===== src/rtl/mbox_pkg.sv =====
package mbox_pkg;
  localparam int unsigned MB_DATA_W = 32;
  localparam logic [MB_DATA_W-1:0] MB_MARK = '1;
  // Word offsets (byte offset bits 7:2)
  localparam logic [5:0] WOFF_POP_BASE = 6'h20; // 0x80..0x8C, low two word bits free
  localparam logic [5:0] WOFF_PEEK     = 6'h24; // 0x90
  localparam logic [5:0] WOFF_STATUS   = 6'h26; // 0x98
  localparam logic [5:0] WOFF_CONFIG   = 6'h27; // 0x9C
  localparam logic [5:0] WOFF_OB_STAT  = 6'h2E; // 0xB8
  localparam int unsigned CFG_EN_BIT   = 0;
  localparam int unsigned CFG_PEND_BIT = 4;
endpackage


===== src/rtl/mbox_shift_fifo.sv =====
module mbox_shift_fifo #(
  parameter int unsigned DEPTH = 8,
  parameter int unsigned W     = 32,
  parameter logic [W-1:0] MARK = '1,
  localparam int unsigned CW   = $clog2(DEPTH + 1)
) (
  input  logic          clk,
  input  logic          rst,
  input  logic          push_req,
  input  logic [W-1:0]  push_data,
  input  logic          pop_req,
  output logic [W-1:0]  head,
  output logic [CW-1:0] count,
  output logic          full,
  output logic          empty,
  output logic          nonempty_nxt
);
  logic [W-1:0]  slot_q   [DEPTH];
  logic [W-1:0]  slot_nxt [DEPTH];
  logic [CW-1:0] count_q, count_nxt, wr_idx;
  logic          do_push, do_pop;

  assign full    = (count_q == CW'(DEPTH));
  assign empty   = (count_q == '0);
  assign do_pop  = pop_req && !empty;
  assign do_push = push_req && !full;
  assign wr_idx  = do_pop ? CW'(count_q - CW'(1)) : count_q;

  always_comb begin
    count_nxt = count_q;
    if (do_push && !do_pop) count_nxt = CW'(count_q + CW'(1));
    if (do_pop && !do_push) count_nxt = CW'(count_q - CW'(1));
  end

  for (genvar i = 0; i < DEPTH; i++) begin : g_slot
    logic [W-1:0] upper;
    if (i == DEPTH - 1) begin : g_last
      assign upper = MARK;
    end else begin : g_mid
      assign upper = (CW'(i + 1) < count_q) ? slot_q[i+1] : MARK;
    end
    always_comb begin
      slot_nxt[i] = slot_q[i];
      if (do_pop) slot_nxt[i] = upper;
      if (do_push && wr_idx == CW'(i)) slot_nxt[i] = push_data;
    end
    always_ff @(posedge clk) begin
      if (rst) slot_q[i] <= MARK;
      else     slot_q[i] <= slot_nxt[i];
    end
  end

  always_ff @(posedge clk) begin
    if (rst) count_q <= '0;
    else     count_q <= count_nxt;
  end

  assign head         = slot_q[0];
  assign count        = count_q;
  assign nonempty_nxt = (count_nxt != '0);

  assert_count_bound_R11: assert property (@(posedge clk) disable iff (rst)
    count_q <= CW'(DEPTH));
  assert_full_drop_R11: assert property (@(posedge clk) disable iff (rst)
    (full && push_req && !pop_req) |=> (count_q == CW'(DEPTH)) && $stable(slot_q[DEPTH-1]));
  assert_empty_pop_hold_R3: assert property (@(posedge clk) disable iff (rst)
    (empty && pop_req && !push_req) |=> (count_q == '0));
  assert_flags_exclusive_R5: assert property (@(posedge clk) disable iff (rst)
    !(full && empty));
  assert_tail_marker_R12: assert property (@(posedge clk) disable iff (rst)
    !full |-> (slot_q[DEPTH-1] == MARK));
  assert_empty_head_R4: assert property (@(posedge clk) disable iff (rst)
    empty |-> (slot_q[0] == MARK));
endmodule


===== src/rtl/mbox_irq_ctl.sv =====
module mbox_irq_ctl (
  input  logic clk,
  input  logic rst,
  input  logic cfg_we,
  input  logic cfg_en_bit,
  input  logic nonempty_nxt,
  output logic en,
  output logic irq
);
  logic en_q, en_nxt, irq_q;

  assign en_nxt = cfg_we ? cfg_en_bit : en_q;

  always_ff @(posedge clk) begin
    if (rst) begin
      en_q  <= 1'b0;
      irq_q <= 1'b0;
    end else begin
      en_q  <= en_nxt;
      irq_q <= en_nxt && nonempty_nxt;
    end
  end

  assign en  = en_q;
  assign irq = irq_q;

  assert_irq_needs_en_R7: assert property (@(posedge clk) disable iff (rst)
    irq_q |-> en_q);
  assert_en_from_write_R6: assert property (@(posedge clk) disable iff (rst)
    cfg_we |=> (en_q == $past(cfg_en_bit)));
  assert_en_hold_R6: assert property (@(posedge clk) disable iff (rst)
    !cfg_we |=> $stable(en_q));
endmodule


===== src/rtl/mbox_inbound.sv =====
module mbox_inbound
  import mbox_pkg::*;
#(
  parameter int unsigned DEPTH  = 8,
  parameter int unsigned ADDR_W = 12,
  localparam int unsigned CW    = $clog2(DEPTH + 1)
) (
  input  logic                 clk,
  input  logic                 rst,
  input  logic                 acc_en,
  input  logic                 acc_wr,
  input  logic [ADDR_W-1:0]    acc_addr,
  input  logic [3:0]           acc_be,
  input  logic [MB_DATA_W-1:0] acc_wdata,
  output logic [MB_DATA_W-1:0] acc_rdata,
  input  logic                 push_valid,
  input  logic [MB_DATA_W-1:0] push_data,
  input  logic                 ob_full,
  input  logic                 ob_empty,
  output logic                 irq
);
  logic [7:0]           off;
  logic [5:0]           woff;
  logic                 whole, rd_ok, wr_ok, hit_pop, hit_cfg;
  logic [MB_DATA_W-1:0] head, rd_d, rd_q;
  logic [CW-1:0]        count;
  logic                 full, empty, nonempty_nxt, irq_en;
  logic                 unused_bits;

  assign off     = acc_addr[7:0];
  assign woff    = off[7:2];
  assign whole   = acc_en && (acc_be == 4'b1111);
  assign rd_ok   = whole && !acc_wr;
  assign wr_ok   = whole && acc_wr;
  assign hit_pop = (woff[5:2] == WOFF_POP_BASE[5:2]);
  assign hit_cfg = (woff == WOFF_CONFIG);
  assign unused_bits = ^{acc_addr[ADDR_W-1:8], off[1:0], acc_wdata[MB_DATA_W-1:1]};

  mbox_shift_fifo #(.DEPTH(DEPTH), .W(MB_DATA_W), .MARK(MB_MARK)) u_fifo (
    .clk          (clk),
    .rst          (rst),
    .push_req     (push_valid),
    .push_data    (push_data),
    .pop_req      (rd_ok && hit_pop),
    .head         (head),
    .count        (count),
    .full         (full),
    .empty        (empty),
    .nonempty_nxt (nonempty_nxt)
  );

  mbox_irq_ctl u_irq (
    .clk          (clk),
    .rst          (rst),
    .cfg_we       (wr_ok && hit_cfg),
    .cfg_en_bit   (acc_wdata[0]),
    .nonempty_nxt (nonempty_nxt),
    .en           (irq_en),
    .irq          (irq)
  );

  always_comb begin
    rd_d = '0;
    if (rd_ok) begin
      if (hit_pop) begin
        rd_d = empty ? MB_MARK : head;
      end else begin
        case (woff)
          WOFF_PEEK:    rd_d = head;
          WOFF_STATUS:  rd_d = {full, empty, 30'b0};
          WOFF_CONFIG: begin
            rd_d[CFG_EN_BIT]   = irq_en;
            rd_d[CFG_PEND_BIT] = !empty;
          end
          WOFF_OB_STAT: rd_d = {ob_full, ob_empty, 30'b0};
          default:      rd_d = '0;
        endcase
      end
    end
  end

  always_ff @(posedge clk) begin
    if (rst) rd_q <= '0;
    else     rd_q <= rd_d;
  end

  assign acc_rdata = rd_q;

  assert_empty_read_marker_R3: assert property (@(posedge clk) disable iff (rst)
    (rd_ok && hit_pop && empty) |=> (acc_rdata == MB_MARK));
  assert_partial_ignored_R10: assert property (@(posedge clk) disable iff (rst)
    (acc_en && acc_be != 4'b1111) |=> (acc_rdata == '0));
  assert_pop_count_R2: assert property (@(posedge clk) disable iff (rst)
    (rd_ok && hit_pop && !empty && !push_valid) |=> (count == $past(count) - CW'(1)));
  assert_count_hold_R8: assert property (@(posedge clk) disable iff (rst)
    (!push_valid && !(rd_ok && hit_pop)) |=> $stable(count));
  assert_irq_pending_R7: assert property (@(posedge clk) disable iff (rst)
    irq |-> !empty);
endmodule


===== config.mk =====
export PLATFORM = sky130hd
export DESIGN_NAME = mbox_inbound
export DESIGN_NICKNAME = d
export VERILOG_FILES = /design/src/rtl/mbox_pkg.sv /design/src/rtl/mbox_shift_fifo.sv /design/src/rtl/mbox_irq_ctl.sv /design/src/rtl/mbox_inbound.sv
export SDC_FILE = /design/constraint.sdc
export NUM_CORES = 1
export LEC_CHECK = 0
export CAP_MARGIN = 25
export CORE_MARGIN = 2
export CORE_UTILIZATION = 28
export DETAILED_ROUTE_END_ITERATION = 8
export GPL_ROUTABILITY_DRIVEN = 0
export SYNTH_ARGS = -nofsm -noshare
export SYNTH_HDL_FRONTEND = slang
export SYNTH_SLANG_ARGS = --single-unit

===== constraint.sdc =====
create_clock -name clk -period 3.1 [get_ports clk]
set_input_delay 0.62 -clock clk [delete_from_list [all_inputs] [get_ports clk]]
set_output_delay 0.62 -clock clk [all_outputs]
set_load 0.1 [all_outputs]

Yosys cells after proc, flatten, opt, wreduce, memory -nomap -nowiden
Memory sizes are Yosys's and may differ from the RTL's. Index checks and enable logic that the tools add are counted.

Bits in registers: 38. Bits in writable memories: 256. Bits of input ports: 87. Output and inout bits: 33. Logic and storage cells: 108. Memories: 1.

Memories: u_fifo.slot_q (words 8, bits a word 32, rd ports 8, clocked after memory_dff 0, write ports 8, RTL line mbox_shift_fifo.sv:18) `logic [W-1:0] slot_q [DEPTH];`.

Add/subtract/negate cells: 2. $lt $le $gt $ge: 7. Equal/unequal tests: 14. Muxes and demuxes: 44. Bitwise operators: 9. Reduce and logical (&&, ||, !) cells: 27.

Operator list (number): 32-bit 2-to-1 mux (33); 27-bit one-hot mux with 3 select lines (1); 6-bit == test, second input constant (4); 1-bit logical AND (18); 4-bit by 3-bit == test with 1-bit output, second input constant (4); 3-bit by 4-bit less-than comparator with 1-bit output, first input constant (4); 4-bit == test, second input constant (3); 4-bit 2-to-1 mux (3); 4-bit by 2-bit == test with 1-bit output, second input constant (2); 4-bit logical NOT (2); 2-bit by 4-bit less-than comparator with 1-bit output, first input constant (2); 1-bit bitwise OR (8); 1-bit logical NOT (5); 4-bit by 1-bit adder with 4-bit output, second input constant (1); 4-bit by 1-bit == test with 1-bit output, second input constant (1); 1-bit by 4-bit less-than comparator with 1-bit output, first input constant (1); 1-bit 2-to-1 mux (4); 1-bit one-hot mux with 2 select lines (2); 4-bit nonzero test (1); 4-bit by 1-bit subtractor with 4-bit output, second input constant (1); 3-bit 2-to-1 mux (1); 2-bit OR reduction (1); 1-bit inverter (1).

Depth between registers and ports, before layout
Depth after elaboration: 11. Mapped depth: 12. Mapped depth without buffers: 8.

Cells and area by module
A second synthesis with hierarchy kept.

Cells, all modules: 1710. Area total of the unflattened synthesis: 14271.2 µm².

By module, submodules not included: mbox_shift_fifo (instances 1, cells an instance 1603, area each 13065.0 µm², seq. area each 5205.0 µm²); mbox_inbound (instances 1, cells an instance 102, area each 1139.8 µm², seq. area each 640.6 µm²); mbox_irq_ctl (instances 1, cells an instance 5, area each 66.3 µm², seq. area each 40.0 µm²).

Worst setup path after synthesis
No wires, ideal clock.

Path kind: input -> register. From: in acc_addr[4]. To: mem u_fifo.slot_q[6][1] (netlist: u_fifo.slot_q[1][65]). Library setup time: 0.125 ns. Data arrival time: 3.027 ns. Required time: 2.975 ns. Setup slack: -0.052 ns. Stages on the path: 7. Path buffers: 2. Path through: or4b_1 buf_2 or4_4 or3_4 a2111oi_4 buf_6 a21oi_1.

RTL lines: start: declaration (RTL line mbox_inbound.sv:12) `input logic [ADDR_W-1:0] acc_addr,`; end: declaration (RTL line mbox_shift_fifo.sv:18).

==> flow_summary.toml <==
[sta]
slew_headroom_pct = 31.90
worst_slew_pin_slew_ps = 1019
post-route-period-util_pct = 94.11
skew_ps = 22.95
drv_slew = 0
rsz0062_at_grt = "false"
setup_viol = 0
finalCriticalPeriod_ps = 2918
hold_violations = 0
fmaxAchievable_mhz = 342.8

[critical_path]
r2r_cells = 11
cp-end-kind = "flip-flop"
cp-start-kind = "flip-flop"
regToRegEndpoint = "u_fifo.slot_q[1][95]$_SDFFE_PP1P_"
arrival_ps = 3360
crit_start = "u_fifo.count[0]$_SDFF_PP0_"
critPathKind = "reg -> reg"
r2r_slack_ps = 180
crit_slowest_cell = "or4_4"
cp.required_ps = 3540
critPathMaxStageDelay_ps = 430
path_common_cell = "buf_4"
path_cells = "inv_1 > ha_1 > nor3b_2 > buf_4 > or4_4 > or3_4 > a2111oi_4 > buf_4 > buf_4 > nor3_1 > a21oi_1"
r2r-start = "u_fifo.count[0]$_SDFF_PP0_"
critPathMaxFanout = 7

[routing]
routed_wl_um = 40850
viasPerCell = 5.341
drtIter0Drc = 968
wire_per_inst_um = 17.72
remaining_drc_errors = 0
first_pass_iters = 5
vias = 12310
ant_nets = 0

[synthesis]
ys_ff_latch = 294
synth_top_area_share_pct = 44.69
ys.warnings.count = 0
syn_nets = 1718
synthesis.area_mm2 = 0.01317
synth-xor-area-share_pct = 0.06650
ys_seq_area_share_pct = 44.69
synth_edf_count = 0
yosysMostFrequentCell = "dfxtp_1"
synthFlopType = "dfxtp_1"
synth_top_family_by_area = "compound AO/OA/AOI/OAI gates"
synthSimpleGateAreaFrac_pct = 17.44
netlist_top_cells_count = "dfxtp_1 (294), nor2_1 (271), a21oi_1 (173)"
synth.distinct_cells = 48
synthCells = 1628
yosys.area.top_type = "dfxtp_1"
synth_compound_area_share_pct = 28.44
synthMuxAreaShare_pct = 2.660
synth_area_leaders = "dfxtp_1 (45%), nor2_1 (7.7%), a21oi_1 (6.6%)"
synth_area_per_cell_um2 = 8.090
synthArstFlopShare_pct = 0
synthAdderAreaFrac_pct = 0.3610

[power]
ir_worst_vdd_uv = 344.4
leakage_nw = 5.980
powerDensity_mw_per_mm2 = 542.6
finalPower_mw = 8.853

[hold_path]
min_to = "acc_rdata[29]$_SDFF_PP0_"
hold_start = "u_fifo.slot_q[0][29]$_SDFFE_PP1P_"
hold_class = "reg -> reg"
min_path_cells = 1

[floorplan]
core.rowCount = 79
dieArea_mm2 = 0.04879
die_x_um = 220.9
coreArea_mm2 = 0.04646
die_height_um = 220.9
start_util_pct = 28.35
ioPinCount = 120

[global_routing]
overflow = 0
grt_max_degree = 127
grt_usage_pct = 16.20
grt_pass1_wl_um = 65020
antenna_found_initial = 0
grt_pass1_vias = 11795

[clock_network]
path_clk_slew_ps = 60
numCtsBuffers = 35
clk_latency_ps = 530
clock-sinks = 294
cts_tree = "yes"
htreeDepth = 2
clockBufferDepth = 3
cts-root-buf = "clkbuf_16"

[place]
place_area_mm2 = 0.01504
dp_hpwl_um = 24560
dp.cells = 2237
io_buffers = 82

[finish]
final_area_mm2 = 0.01632
fin_nets = 1765
antenna_cells = 0
nFillCells = 4793
drive_gt1_share_pct = 14.25
post-route-util_pct = 35.12
area_delta_synth_final_pct = 23.89
final_cells = 2305

[outcome]
status = "complete, no violations"

[run]
max_cap_viol_count = 0
state kept, by name, summed over array words and instances (netlist names):
signal	flops
acc_rdata	32
u_fifo.slot_q	256
u_irq.en	1
u_fifo.count	4
u_irq.irq	1
through the flow:
step	hold slack [ps]	TNS (ps)	worst slack, ps
final	460.0	0	182.5
after global routing	479.1	0	8.904
after CTS	466.1	0	49.35
after detailed placement	452.2	-138920	-671.4
after global placement	450.1	-128050	-575.0
after floorplan	431.6	0	1.630
report_power, final:
part | internal, mW | switching (mW) | leakage (nW) | total (mW)
sequential | 3.91 | 0.0673 | 2.39 | 3.97
combinational | 0.339 | 0.577 | 3.06 | 0.916
clock | 2.34 | 1.62 | 0.529 | 3.96
total | 6.59 | 2.27 | 5.98 | 8.85
routing by layer:
| layer | track usage (%) | wire [um] | up-vias |
|---|---|---|---|
| met5 | 0 | 0 | - |
| met4 | 5.499 | 1056 | 0 |
| met3 | 3.266 | 2327 | 77 |
| met2 | 26.57 | 19030 | 306 |
| met1 | 21.18 | 18430 | 5938 |
| li1 | - | - | 5989 |
placed cells by master, fill, tap and decap left out, types with 4 or more instances in the layout:
| cell | netlist | routed |
|---|---|---|
| a2111oi_0 | 64 | 58 |
| a2111oi_1 | 0 | 4 |
| a211oi_1 | 32 | 32 |
| a21oi_1 | 173 | 170 |
| a21oi_2 | 29 | 29 |
| a31oi_1 | 66 | 65 |
| buf_12 | 0 | 23 |
| buf_4 | 0 | 98 |
| buf_6 | 6 | 6 |
| clkbuf_1 | 143 | 7 |
| clkbuf_16 | 0 | 37 |
| clkbuf_8 | 0 | 4 |
| clkdlybuf4s50_1 | 0 | 44 |
| clkinv_2 | 0 | 7 |
| clkinvlp_4 | 0 | 4 |
| dfxtp_1 | 294 | 293 |
| dlymetal6s2s_1 | 0 | 4 |
| inv_1 | 35 | 35 |
| mux2i_1 | 35 | 35 |
| nand2_1 | 47 | 46 |
| nor2_1 | 271 | 268 |
| nor3_1 | 136 | 133 |
| o211ai_1 | 32 | 32 |
| o21a_1 | 30 | 30 |
| o21ai_0 | 102 | 102 |
| o22a_1 | 32 | 32 |
| or3_1 | 38 | 38 |
kinds of logic after synthesis:
group | count (synthesis)
compound gates | 574
xor+xnor | 1
fa+ha+maj | 4
buf+inv | 204
flops | 294
mux | 35
simple gates | 516
layout make-up:
class                      instances  area [um2]  area share, %
timing repair buffer             179        1847          11.32
clock inverter                    14       133.9         0.8205
multi-input combinational       1130        6601          40.46
clock buffer                      46       957.2          5.866
inverter                          35       131.4         0.8052
sequential                       294        5887          36.08
tap                              607       759.5          4.655
critical path: cells and delay by family (launching register included):
kind	cells	cell delay (ps)
simple gates	4	1100
compound gates	2	530
flops	1	330
fa+ha+maj	1	230
buf+inv	4	640
how the worst max path moves through the flow:
stage | endpoint | cells after the start
2_1_floorplan | u_fifo.slot_q[1][65]$_SDFFE_PP1P_ | 7
3_3_place_gp | u_fifo.slot_q[1][48]$_SDFFE_PP1P_ | 8
3_5_place_dp | u_fifo.slot_q[1][60]$_SDFFE_PP1P_ | 8
4_1_cts | u_fifo.slot_q[1][95]$_SDFFE_PP1P_ | 10
5_1_grt | u_fifo.slot_q[1][84]$_SDFFE_PP1P_ | 11
6_report | u_fifo.slot_q[1][95]$_SDFFE_PP1P_ | 11
timing repair:
action                                  4_1_cts  5_1_grt
hold buffers                                  0        0
resized for setup                             2       19
gates cloned                                  0        2
pin swaps                                     1        4
endpoints found under the setup margin      152      179
buffers inserted                              0        4
Note: power is estimated with default switching activity, not from simulation.
